$ cat config.mk
export PLATFORM = sky130hd
export DESIGN_NAME = phy_mgmt_status
export DESIGN_NICKNAME = d
export VERILOG_FILES = /design/src/rtl/phy_stat_pkg.sv /design/src/rtl/phy_stat_sticky.sv /design/src/rtl/phy_id_regs.sv /design/src/rtl/phy_mgmt_status.sv
export SDC_FILE = /design/constraint.sdc
export NUM_CORES = 1
export LEC_CHECK = 0
export BUFFER_PORTS_ARGS = -buffer_cell sky130_fd_sc_hd__buf_2
export CAP_MARGIN = 5
export CORE_AREA = 2 2 39 41
export CTS_CLUSTER_SIZE = 28
export DETAILED_ROUTE_END_ITERATION = 8
export DIE_AREA = 0 0 41 43
export GPL_TIMING_DRIVEN = 0
export PLACE_DENSITY = 0.82
export RECOVER_POWER = 50
export SETUP_SLACK_MARGIN = 0.3
export SYNTH_ARGS = -nofsm -noshare
export SYNTH_HDL_FRONTEND = slang
export SYNTH_SLANG_ARGS = --single-unit
export TNS_END_PERCENT = 30
$ cat constraint.sdc
create_clock -name clk -period 1.7 [get_ports clk]
set_clock_uncertainty 0.2 [all_clocks]
set_input_delay 0.51 -clock clk [delete_from_list [all_inputs] [get_ports clk]]
set_output_delay 0.51 -clock clk [all_outputs]
set_load 0.03 [all_outputs]
$ cat src/rtl/phy_stat_pkg.sv
package phy_stat_pkg;

    localparam int REG_AW = 5;
    localparam int REG_DW = 16;

    typedef logic [REG_AW-1:0] reg_addr_t;
    typedef logic [REG_DW-1:0] reg_word_t;

    localparam reg_addr_t ADDR_STATUS = 5'd1;
    localparam reg_addr_t ADDR_ID_HI  = 5'd2;
    localparam reg_addr_t ADDR_ID_LO  = 5'd3;

    localparam reg_word_t ID_HI_WORD   = 16'h000E;
    localparam logic [5:0] OUI_TAIL    = 6'h1C;
    localparam logic [5:0] MODEL_NUM   = 6'h0C;
    localparam logic [3:0] REVISION    = 4'h9;

    typedef enum logic [1:0] {
        SEL_NONE   = 2'd0,
        SEL_STATUS = 2'd1,
        SEL_ID_HI  = 2'd2,
        SEL_ID_LO  = 2'd3
    } reg_sel_t;

    typedef struct packed {
        logic an_done;
        logic rfault;
        logic an_able;
        logic link;
        logic jabber;
    } stat_flags_t;

    function automatic reg_sel_t decode_addr(reg_addr_t a);
        case (a)
            ADDR_STATUS: return SEL_STATUS;
            ADDR_ID_HI:  return SEL_ID_HI;
            ADDR_ID_LO:  return SEL_ID_LO;
            default:     return SEL_NONE;
        endcase
    endfunction

    function automatic reg_word_t pack_status(logic [5:0] abil, stat_flags_t f);
        return {abil, 4'b0000, f.an_done, f.rfault, f.an_able, f.link, f.jabber, 1'b1};
    endfunction

endpackage

$ cat src/rtl/phy_stat_sticky.sv
module phy_stat_sticky #(
    parameter bit HOLD_LOW = 1'b0
) (
    input  logic clk,
    input  logic rst,
    input  logic live_i,
    input  logic clr_i,
    output logic q_o
);
    logic q;

    generate
        if (HOLD_LOW) begin : g_low
            always_ff @(posedge clk) begin
                if (rst)        q <= 1'b0;
                else if (clr_i) q <= live_i;
                else            q <= q & live_i;
            end

            AST_LOW_CAPTURE: assert property (@(posedge clk) disable iff (rst)
                !live_i |=> !q);
            AST_LOW_HOLD: assert property (@(posedge clk) disable iff (rst)
                (!q && !clr_i) |=> !q);
            AST_LOW_RELOAD: assert property (@(posedge clk) disable iff (rst)
                (clr_i && live_i) |=> q);
        end else begin : g_high
            always_ff @(posedge clk) begin
                if (rst) q <= 1'b0;
                else     q <= live_i | (q & ~clr_i);
            end

            AST_HIGH_CAPTURE: assert property (@(posedge clk) disable iff (rst)
                live_i |=> q);
            AST_HIGH_HOLD: assert property (@(posedge clk) disable iff (rst)
                (q && !clr_i) |=> q);
            AST_HIGH_CLEAR: assert property (@(posedge clk) disable iff (rst)
                (clr_i && !live_i) |=> !q);
        end
    endgenerate

    assign q_o = q;
endmodule

$ cat src/rtl/phy_id_regs.sv
module phy_id_regs
    import phy_stat_pkg::*;
#(
    parameter reg_word_t ID_HI = ID_HI_WORD,
    parameter logic [5:0] OUI_T = OUI_TAIL,
    parameter logic [5:0] MODEL = MODEL_NUM,
    parameter logic [3:0] REV   = REVISION
) (
    input  reg_sel_t  sel_i,
    output reg_word_t word_o
);
    localparam reg_word_t ID_LO = {OUI_T, MODEL, REV};

    always_comb begin
        case (sel_i)
            SEL_ID_HI: word_o = ID_HI;
            SEL_ID_LO: word_o = ID_LO;
            default:   word_o = '0;
        endcase
    end
endmodule

$ cat src/rtl/phy_mgmt_status.sv
module phy_mgmt_status
    import phy_stat_pkg::*;
#(
    parameter logic [5:0] ABILITY = 6'b011110
) (
    input  logic        clk,
    input  logic        rst,
    input  logic        rd_stb,
    input  logic [4:0]  rd_addr,
    input  logic        link_ok_in,
    input  logic        an_done_in,
    input  logic        fault_in,
    input  logic        jabber_in,
    input  logic        an_enable_in,
    output logic [15:0] rd_data,
    output logic        rd_valid
);
    reg_sel_t    sel;
    logic        stat_clr;
    logic        q_fault, q_jab, q_link;
    stat_flags_t flags;
    reg_word_t   id_word;
    reg_word_t   next_word;

    assign sel      = decode_addr(rd_addr);
    assign stat_clr = rd_stb && (sel == SEL_STATUS);

    phy_stat_sticky #(.HOLD_LOW(1'b0)) u_fault (
        .clk(clk), .rst(rst), .live_i(fault_in), .clr_i(stat_clr), .q_o(q_fault));
    phy_stat_sticky #(.HOLD_LOW(1'b0)) u_jab (
        .clk(clk), .rst(rst), .live_i(jabber_in), .clr_i(stat_clr), .q_o(q_jab));
    phy_stat_sticky #(.HOLD_LOW(1'b1)) u_link (
        .clk(clk), .rst(rst), .live_i(link_ok_in), .clr_i(stat_clr), .q_o(q_link));

    phy_id_regs u_ids (.sel_i(sel), .word_o(id_word));

    always_comb begin
        flags.an_done = an_done_in;
        flags.rfault  = q_fault;
        flags.an_able = an_enable_in;
        flags.link    = q_link;
        flags.jabber  = q_jab;
        if (sel == SEL_STATUS) next_word = pack_status(ABILITY, flags);
        else                   next_word = id_word;
    end

    always_ff @(posedge clk) begin
        if (rst) begin
            rd_valid <= 1'b0;
            rd_data  <= '0;
        end else begin
            rd_valid <= rd_stb;
            if (rd_stb) rd_data <= next_word;
        end
    end

    AST_RD_VALID: assert property (@(posedge clk) disable iff (rst)
        rd_stb |=> rd_valid);
    AST_NO_SPURIOUS: assert property (@(posedge clk) disable iff (rst)
        !rd_stb |=> !rd_valid);
    AST_ID_HI: assert property (@(posedge clk) disable iff (rst)
        (rd_stb && rd_addr == 5'd2) |=> rd_data == 16'h000E);
    AST_ID_LO: assert property (@(posedge clk) disable iff (rst)
        (rd_stb && rd_addr == 5'd3) |=> rd_data == 16'h70C9);
    AST_UNMAPPED: assert property (@(posedge clk) disable iff (rst)
        (rd_stb && (rd_addr == 5'd0 || rd_addr > 5'd3)) |=> rd_data == 16'h0000);
    AST_CONST_BITS: assert property (@(posedge clk) disable iff (rst)
        (rd_stb && rd_addr == 5'd1) |=> (rd_data[0] && rd_data[9:6] == 4'b0000
                                          && rd_data[15:10] == ABILITY));
    AST_PRE_CLEAR: assert property (@(posedge clk) disable iff (rst)
        (rd_stb && rd_addr == 5'd1 && q_fault) |=> rd_data[4]);
endmodule

==> out/metrics.cfg, run 1 <==
[outcome]
outcome=finished, final reports clean

[placement]
place.gp.congestion=0.661
post-place-ws_ns=0.127
placed_cell_area_um2=684
hpwl_um=808
numPortBuffers=23

[clock_network]
clkTransAtPathRegs_ns=0.07
numClockSinks=12
clk_latency_ns=0.27
h-tree-depth=1
clk_path_buf_depth=2
cts_buffers=3
cts_tree=done
cts-root-buf=clkbuf_4

[pwr]
vdd_drop_max_mv=0.398
p_int_uw=453
power_frac_seq_pct=49.1
power_frac_clock_pct=37.4
power_leakage_uw=0.000359
power.switching_uw=141
total_power_uw=593
combPwrFrac_pct=13.6
switching_share_pct=23.7
power_density_nw_per_um2=794

[global_route]
grt_usage_pct=12.5
antenna_found_initial=0
grt_max_degree=11
grt_pass1_vias=387
grt_pass1_wl_um=1470
overflow=0

[synthesis]
synth_area_leader_cell=dfxtp_1
syn_area_um2=537
ys_ff_latch=12
synthAdderAreaFrac_pct=0
synth_top_family_by_area=simple AND/OR/NAND/NOR gates
async_reset_ff_share_pct=0
synthTopCellsByArea=dfxtp_1 45%, buf_4 13%, a21oi_1 7.5%
synth_cell_types=18
synth_edf_count=0
synthFlopType=dfxtp_1
synth_compound_area_share_pct=14.5
synth_xor_xnor_area_share_pct=0
syn-instance-count=61
ys_seq_area_share_pct=44.8
netlist.area_leader.share_pct=44.8
syn_avg_cell_area_um2=8.80
synth-simple-area-share_pct=25.2
yosysWarnings=0
synth_mux_area_share_pct=0

[cells_and_area]
syn2layout_area_growth_pct=39.2
multi_input_area_um2=214
layout_common_cells=20 x buf_2, 10 x dfxtp_1, 8 x a21oi_1, 7 x nand2_1, 7 x buf_6
drive_above_1_share_pct=45.1
final_common_cell=buf_2
diodes=0
design_area_um2=747
seqCellArea_um2=245
nets=105
fillers=144

[sta]
finalCritPeriodShare_pct=93.0
tightest_slew_ns=0.565
tns_ns=0
fin_crit_ns=1.58
fmax_mhz=633
hold_viol=0
setup_violations=0
fin_ws_ns=0.119
hold-worst-slack_ns=0.252
report.final.slew_viol_count=0
rsz0062_at_grt=yes
max_slew_margin_pct=62.0

[die]
coreArea_um2=1380
dieArea_um2=1760
start_util_pct=38.8
io_pins=30
chipWidth_um=41
rows=14
die_h_um=43

[critical_path]
end_kind=primary output
crit_path_start_kind=flip-flop
required_ns=0.99
worstSetupPathType=flip-flop to primary output
cp.arrival_ns=0.87
path_max_fanout=5

[detailed_routing]
drc_errors=0
via_per_inst=4.44
wl_um=1040
ant_nets=0
vias=475
dr.pass1.iters=3
drt_iter0_drc=4
wl_per_cell_um=9.72

[min_path]
hold_path.class=primary input to flip-flop

[run]
maxCapViolCount=0

==> cell usage after synthesis (2+ instances only) <==
cell and number:
nand2b_1 4, o21ai_1 4, a21oi_1 8, buf_4 9, dfxtp_1 12, nand2_1 7
nand4_1 2, inv_1 2, nor2b_1 3, a22o_1 2
==> what timing repair did <==
action / 4_1_cts / 5_1_grt
gates resized for setup: 9 / 4
endpoints found under the setup margin: 13 / 13
buffers inserted: 0 / 0
hold buffers: 0 / 0
==> per-stage QoR <==
stage	utilization (%)	std cells
2_1_floorplan	-	64
3_3_place_gp	49.5	103
3_5_place_dp	49.5	103
4_1_cts	54.0	107
5_1_grt	54.0	107
6_report	54.0	107
==> path summary, 6_finish.rpt <==
| kind | startpoint | endpoint | slack, ns | cells past startpoint |
|---|---|---|---|---|
| worst max register to register | u_fault.q_o$_SDFF_PP0_ | u_fault.q_o$_SDFF_PP0_ | 0.76 | 2 |
| worst min-delay path | jabber_in | u_jab.q_o$_SDFF_PP0_ | 0.25 | 2 |
| worst max-delay path | rd_data[13]$_SDFFE_PP0P_ | rd_data[12] | 0.12 | 2 |
| worst min register to register | u_link.q_o$_SDFF_PP0_ | u_link.q_o$_SDFF_PP0_ | 0.25 | 2 |
==> layer usage <==
layer  track usage, %  wire, um  vias to the layer above
met5                0         0                        -
met4             10.0        12                        0
met3             3.66       122                        2
met2             17.8       450                       26
met1             14.6       454                      198
li1                 -         -                      249
==> sequential cells by signal, indices dropped and copies added, names as in the netlist <==
name and cells:
u_fault.q_o 1, u_link.q_o 1, rd_data 8, u_jab.q_o 1
rd_valid 1
==> cell type report <==
type | count | share of cell area, %
flip-flops and latches | 12 | 32.8
clock buffers | 4 | 4.86
well taps | 16 | 2.68
plain buffers | 10 | 11.2
inverters | 2 | 1.01
multi-input cells | 40 | 28.6
repair buffers | 23 | 18.8
==> cells by family after synthesis <==
kind of cell | Yosys count
AOI/OAI and AO/OA | 14
and+or+nand+nor | 22
other | 1
buffers and inverters | 12
DFF | 12
==> power by group through the flow <==
| stage | clock (uW) | sequential [uW] | combinational (uW) |
|---|---|---|---|
| after floorplan | 0 | 304 | 51.8 |
| after detailed placement | 0 | 299 | 81.6 |
| after global placement | 0 | 299 | 80.6 |
| final | 222 | 291 | 80.5 |
| after global routing | 249 | 292 | 86.3 |
| after CTS | 229 | 292 | 83.7 |
==> worst max-delay path, cell delays in order, from the launching register on <==
cell	delay [ns]
dfxtp_4	0.37
buf_6	0.11
buf_6	0.12
No activity file was read; power rests on OpenSTA's default activity.
==> run 2, diff against run 1 <==
CORE_AREA = unset   (was 2 2 39 41)
CORE_MARGIN = 2   (was unset)
CORE_UTILIZATION = 40   (was unset)
DIE_AREA = unset   (was 0 0 41 43)
PLACE_DENSITY = 0.81   (was 0.82)
==> run 2 against run 1 <==
  * Critical path depth up 2
  * Global-route usage up 1.9 points
  * Non-clock buffer count unchanged
  * Combinational power down 0.9%
  * Final cell count down 1.9%
  * Via count down 0.63%
  * Routed wire length down 4.6%
  * Critical path type is now primary input to flip-flop
==> out/metrics.cfg, run 2 (same netlist as run 1, synthesis figures left out) <==
[sta]
tns_ns=0  ; unchanged
fin_crit_ns=1.60  ; +0.0149 ns
max_slew_margin_pct=59.1  ; -3.0 points
finalCritPeriodShare_pct=93.9  ; +0.87 points
report.final.slew_viol_count=0  ; unchanged
rsz0062_at_grt=yes
fmax_mhz=627  ; -0.93%
hold_viol=0  ; unchanged
setup_violations=0  ; unchanged
tightest_slew_ns=0.610  ; +0.0443 ns

[clock_network]
cts-root-buf=clkbuf_4
h-tree-depth=1  ; unchanged
clkTransAtPathRegs_ns=0.06  ; about the same
cts_tree=done
numClockSinks=12  ; unchanged
hold_buffers=0  ; unchanged
cts_buffers=3  ; unchanged
clk_path_buf_depth=2  ; unchanged
clk_latency_ns=0.26  ; about the same

[detailed_routing]
dr.pass1.iters=2  ; -1
ant_nets=0  ; unchanged
drc_errors=0  ; unchanged
wl_per_cell_um=9.45  ; -2.8%
via_per_inst=4.50  ; +1.3%
vias=472  ; -0.63%
drt_iter0_drc=4  ; unchanged
wl_um=992  ; -4.6%

[cells_and_area]
final_common_cell=buf_2
drive_above_1_share_pct=44.4  ; -0.61 points
largest_reg_flops=8  ; unchanged
nets=105  ; unchanged
design_area_um2=731  ; -2.2%
syn2layout_area_growth_pct=36.1
largest-register=rd_data
diodes=0  ; unchanged
layout_common_cells=20 x buf_2, 10 x dfxtp_1, 8 x a21oi_1, 7 x nand2_1, 7 x buf_6

[placement]
numPortBuffers=23  ; unchanged
hpwl_um=798  ; -1.3%
placed_cell_area_um2=683  ; -0.18%
place.gp.congestion=0.691  ; +4.6%

[global_route]
grt_usage_pct=14.4  ; +1.9 points
top_usage_layer=met2
use_met3_pct=6.52  ; +2.9 points
overflow=0  ; unchanged
antenna_found_initial=0  ; unchanged
met2_usage_pct=21.4  ; +3.6 points
grt_pass1_vias=369  ; -4.7%
use_met1_pct=15.1  ; +0.54 points
grt_max_degree=11  ; unchanged
grt_pass1_wl_um=1440  ; -1.8%

[critical_path]
rr_worst_depth=2  ; unchanged
worstReg2RegStart=u_jab.q_o$_SDFF_PP0_
r2r_end=u_jab.q_o$_SDFF_PP0_
worstSetupPathType=primary input to flip-flop
required_ns=1.66  ; +0.67 ns
end_kind=flip-flop
cp.arrival_ns=1.55  ; +0.68 ns
rrSetupSlack_ns=0.77  ; about the same
crit_path_start_kind=primary input
path_max_fanout=5  ; unchanged

[die]
io_pins=30  ; unchanged
dieArea_um2=1650  ; -6.4%
chipWidth_um=40.6  ; -0.90%
rows=13  ; -1
die_h_um=40.6  ; -5.5%
coreArea_um2=1270  ; -8.3%
start_util_pct=42.3  ; +3.5 points

[outcome]
outcome=finished, final reports clean

[min_path]
worstHoldStart=u_link.q_o$_SDFF_PP0_
min_path_cells=2  ; unchanged
whs_endpoint=u_link.q_o$_SDFF_PP0_
hold_path.class=flip-flop to flip-flop

[run]
maxCapViolCount=0  ; unchanged

[pwr]
power_leakage_uw=0.000349  ; -2.7%
vdd_drop_max_mv=0.418  ; +4.8%
power_density_nw_per_um2=730  ; -8.1%

[run 2: power by group]
group / leakage (uW) / internal (uW) / switching [uW] / total (uW)
Sequential: 0.0000991 / 287 / 3.71 / 291
Clock: 0.0000138 / 81.8 / 80.8 / 163
Combinational: 0.000236 / 34.4 / 45.3 / 79.8
[run 2: layout make-up]
type | instances | area (um^2)
fillers | 118 | 538
flip-flops and latches | 12 | 245
multi-input cells | 40 | 216
repair buffers | 23 | 140
plain buffers | 10 | 80.1
clock buffers | 3 | 22.5
well taps | 15 | 18.8
inverters | 2 | 7.51
[run 2: metrics by stage]
| stage | power [uW] | hold slack [ns] | worst slack, ns | cells | utilization [%] |
|---|---|---|---|---|---|
| 5_1_grt | 566 | 0.249 | 0.0435 | 105 | 57.6 |
| 6_report | 534 | 0.243 | 0.105 | 105 | 57.6 |
| 3_3_place_gp | 379 | 0.231 | 0.139 | 102 | 53.8 |
| 2_1_floorplan | 356 | 0.221 | 0.272 | 64 | - |
| 4_1_cts | 546 | 0.245 | 0.116 | 105 | 57.7 |
| 3_5_place_dp | 380 | 0.235 | 0.125 | 102 | 53.8 |
[run 2: what timing repair did]
action / in CTS / in global routing
buffers inserted: 0 / 0
resized for setup: 9 / 4
hold endpoints to repair: 0 / 0
setup endpoints to repair: 13 / 13
gates cloned: 0 / 0
[run 2: worst max-delay path: stages]
cell and delay [ns]:
buf_2 0.10, nor3_1 0.52, nand3_2 0.21, a22o_1 0.21
[run 2: how the worst max path moves through the flow]
stage | startpoint | endpoint | slack, ns | cells after the start
final | rd_addr[4] | u_jab.q_o$_SDFF_PP0_ | 0.10 | 4
after global placement | rd_addr[4] | u_fault.q_o$_SDFF_PP0_ | 0.14 | 4
after global routing | rd_addr[4] | rd_data[3]$_SDFFE_PP0P_ | 0.04 | 4
after CTS | rd_data[13]$_SDFFE_PP0P_ | rd_data[13] | 0.12 | 2
after detailed placement | rd_addr[4] | u_jab.q_o$_SDFF_PP0_ | 0.12 | 4
after floorplan | rd_data[7]$_SDFFE_PP0P_ | rd_data[7] | 0.27 | 1
[run 2: layer usage]
| metal | share of wire, % | vias up |
|---|---|---|
| li1 | - | 249 |
| met1 | 41 | 199 |
| met2 | 49 | 24 |
| met3 | 9.9 | 0 |
| met4 | 0 | 0 |
| met5 | 0 | - |
==> run 3, diff against run 2 <==
PLACE_DENSITY = 0.73   (was 0.81)
SKIP_CTS_REPAIR_TIMING = 1   (was unset)
SYNTH_HIERARCHICAL = 1   (was unset)
==> run 3 against run 2 <==
  * The flow now finishes with violations (setup timing)
  * Final cell count up 74%
  * Worst hold slack worse by 0.036 ns
  * Synthesized area grew 79%
  * Critical path depth rose by 3
  * Combinational power rose to 2.5 times the previous value
  * Via count up 83%
  * Routed wire length rose by 110%
  * First-iteration DRC count rose to 2.5 times the previous value
  * Power up 110%
  * Critical endpoint is now rd_data[12]$_SDFFE_PP0P_
==> out/metrics.cfg, run 3 <==
[synthesis]
async_reset_ff_share_pct=0  ; unchanged
synthTopCellsByArea=dfxtp_1 42%, buf_4 10%, a311oi_1 9.1%
synthFlopType=dfxtp_1
syn_avg_cell_area_um2=8.57  ; -2.6%
netlist.area_leader.share_pct=41.7  ; -3.0 points
synth_cell_types=24  ; +6
syn_area_um2=960  ; +79%
synth_edf_count=0  ; unchanged
synth_commonest_cells=20 x dfxtp_1, 13 x buf_4, 13 x nor2_1, 10 x a311oi_1, 8 x inv_1
yosysWarnings=6  ; +6
synth_area_leader_cell=dfxtp_1
syn-instance-count=112  ; +84%
ys_seq_area_share_pct=41.7  ; -3.0 points
yosys.cell_count.top_type=dfxtp_1
ys_ff_latch=20  ; +8

[sta]
setup_violations=11  ; +11
report.final.slew_viol_count=0  ; unchanged
rsz0062_at_grt=yes
finalCritPeriodShare_pct=106  ; +12 points
hold_viol=0  ; unchanged
tns_ns=-0.632  ; -0.632 ns
fmax_mhz=556  ; -11%
fin_ws_ns=-0.0983  ; -0.203 ns
fin_crit_ns=1.80  ; +0.203 ns

[critical_path]
path_cells=buf_6, or4b_4, inv_8, and2_4, buf_4, inv_1, a311oi_2
path_max_fanout=6  ; +1
crit_path_start_kind=primary input
cpPeakStageDelay_ns=0.58  ; +0.06 ns
required_ns=1.73  ; +0.07 ns
cp.arrival_ns=1.83  ; +0.28 ns
worstSetupPathType=primary input to flip-flop
end_kind=flip-flop
critPathSlowestCell=or4b_4

[pwr]
power_density_nw_per_um2=778  ; +6.6%
power_leakage_uw=0.000602  ; +73%
total_power_uw=1100  ; +110%
vdd_drop_max_mv=0.401  ; -4.0%

[placement]
post-place-ws_ns=-0.602  ; -0.727 ns
numPortBuffers=28  ; +22%
hpwl_um=1430  ; +79%
place.gp.congestion=0.792  ; +15%

[clock_network]
cts_buffers=3  ; unchanged
h-tree-depth=1  ; unchanged
numClockSinks=20  ; +8
cts_tree=done
cts-root-buf=clkbuf_4
clkTransAtPathRegs_ns=0.12  ; +0.06 ns
clk_path_buf_depth=2  ; unchanged
clk_latency_ns=0.31  ; +0.05 ns

[detailed_routing]
drc_errors=0  ; unchanged
wl_per_cell_um=11.3  ; +19%
via_per_inst=4.73  ; +5.3%
drt_iter0_drc=10  ; +6
vias=866  ; +83%
ant_nets=0  ; unchanged
dr.pass1.iters=4  ; +2
wl_um=2070  ; +110%

[die]
dieArea_um2=2810  ; +70%
io_pins=30  ; unchanged
start_util_pct=43.0  ; +0.66 points
die_h_um=53.0  ; +30%
rows=17  ; +4
coreArea_um2=2230  ; +76%
chipWidth_um=53.0  ; +30%

[cells_and_area]
syn2layout_area_growth_pct=47.7
nets=169  ; +61%
fillers=194  ; +64%
diodes=0  ; unchanged
final_common_cell=buf_4
largest-register=rd_data
layout_common_cells=24 x buf_4, 14 x dfxtp_1, 12 x buf_6, 12 x nor2_1, 10 x buf_2
largest_reg_flops=16  ; +8
drive_above_1_share_pct=47.7  ; +3.3 points

[run]
maxCapViolCount=0  ; unchanged

[min_path]
hold_path.class=primary input to flip-flop

[global_route]
grt_max_degree=13  ; +2
overflow=0  ; unchanged
grt_pass1_vias=685  ; +86%
grt_usage_pct=14.9  ; +0.55 points
grt_pass1_wl_um=2930  ; +100%
antenna_found_initial=0  ; unchanged

[outcome]
outcome=finished with violations
violations=setup timing

## run 3: critical path: cells and delay by family
kind                   cells  cell delay, ns
buffers and inverters      4            0.33
AND/OR/NAND/NOR            2            0.76
AO/OA/AOI/OAI              1            0.23
## run 3: through the flow
stage               std cells  hold WS, ns  utilization, %  area [um^2]
floorplan                 118        0.257               -          997
detailed placement        174        0.248            52.5         1170
global route              183        0.203            63.5         1420
finish                    183        0.207            63.5         1420
CTS                       178        0.204            54.8         1220
global placement          174        0.241            52.5         1170
## run 3: path summary, 6_finish.rpt
| check | from | endpoint | slack (ns) | cells after the start |
|---|---|---|---|---|
| max | rd_addr[4] | rd_data[12]$_SDFFE_PP0P_ | -0.1 | 7 |
| min | rst | u_jab/q_o$_SDFF_PP0_ | 0.21 | 2 |
| max reg2reg | u_link/q_o$_SDFF_PP0_ | rd_data[2]$_SDFFE_PP0P_ | 0.69 | 2 |
| min reg2reg | rd_data[8]$_SDFFE_PP0P_ | rd_data[8]$_SDFFE_PP0P_ | 0.27 | 2 |
## run 3: logic make-up after synthesis
logic type	share of synthesized area [%]
AOI/OAI and AO/OA	21.4
buffers and inverters	17.1
DFF	41.7
other	0.391
and+or+nand+nor	19.4
## run 3: layout make-up
cell class	instances	area [um^2]	share of cell area [%]
multi-input combinational	68	465	32.8
clock inverter	1	30.0	2.12
clock buffer	3	22.5	1.59
timing repair buffer	33	272	19.2
inverter	9	41.3	2.91
buffer	21	144	10.2
sequential	20	408	28.8
tap	28	35.0	2.47
## run 3: report_power, final
part / leakage (uW) / switching [uW] / internal (uW) / total, uW
logic: 0.000407 / 110 / 92.4 / 203
clock network: 0.0000279 / 154 / 238 / 393
registers: 0.000167 / 14.0 / 494 / 508
total: 0.000602 / 278 / 825 / 1100
## run 3: routing by layer
| layer | wire (um) | GRT usage (%) |
|---|---|---|
| met5 | 0 | 0 |
| met4 | 50 | 10.3 |
| met1 | 916 | 17.9 |
| met3 | 94 | 2.82 |
| met2 | 1000 | 23.8 |
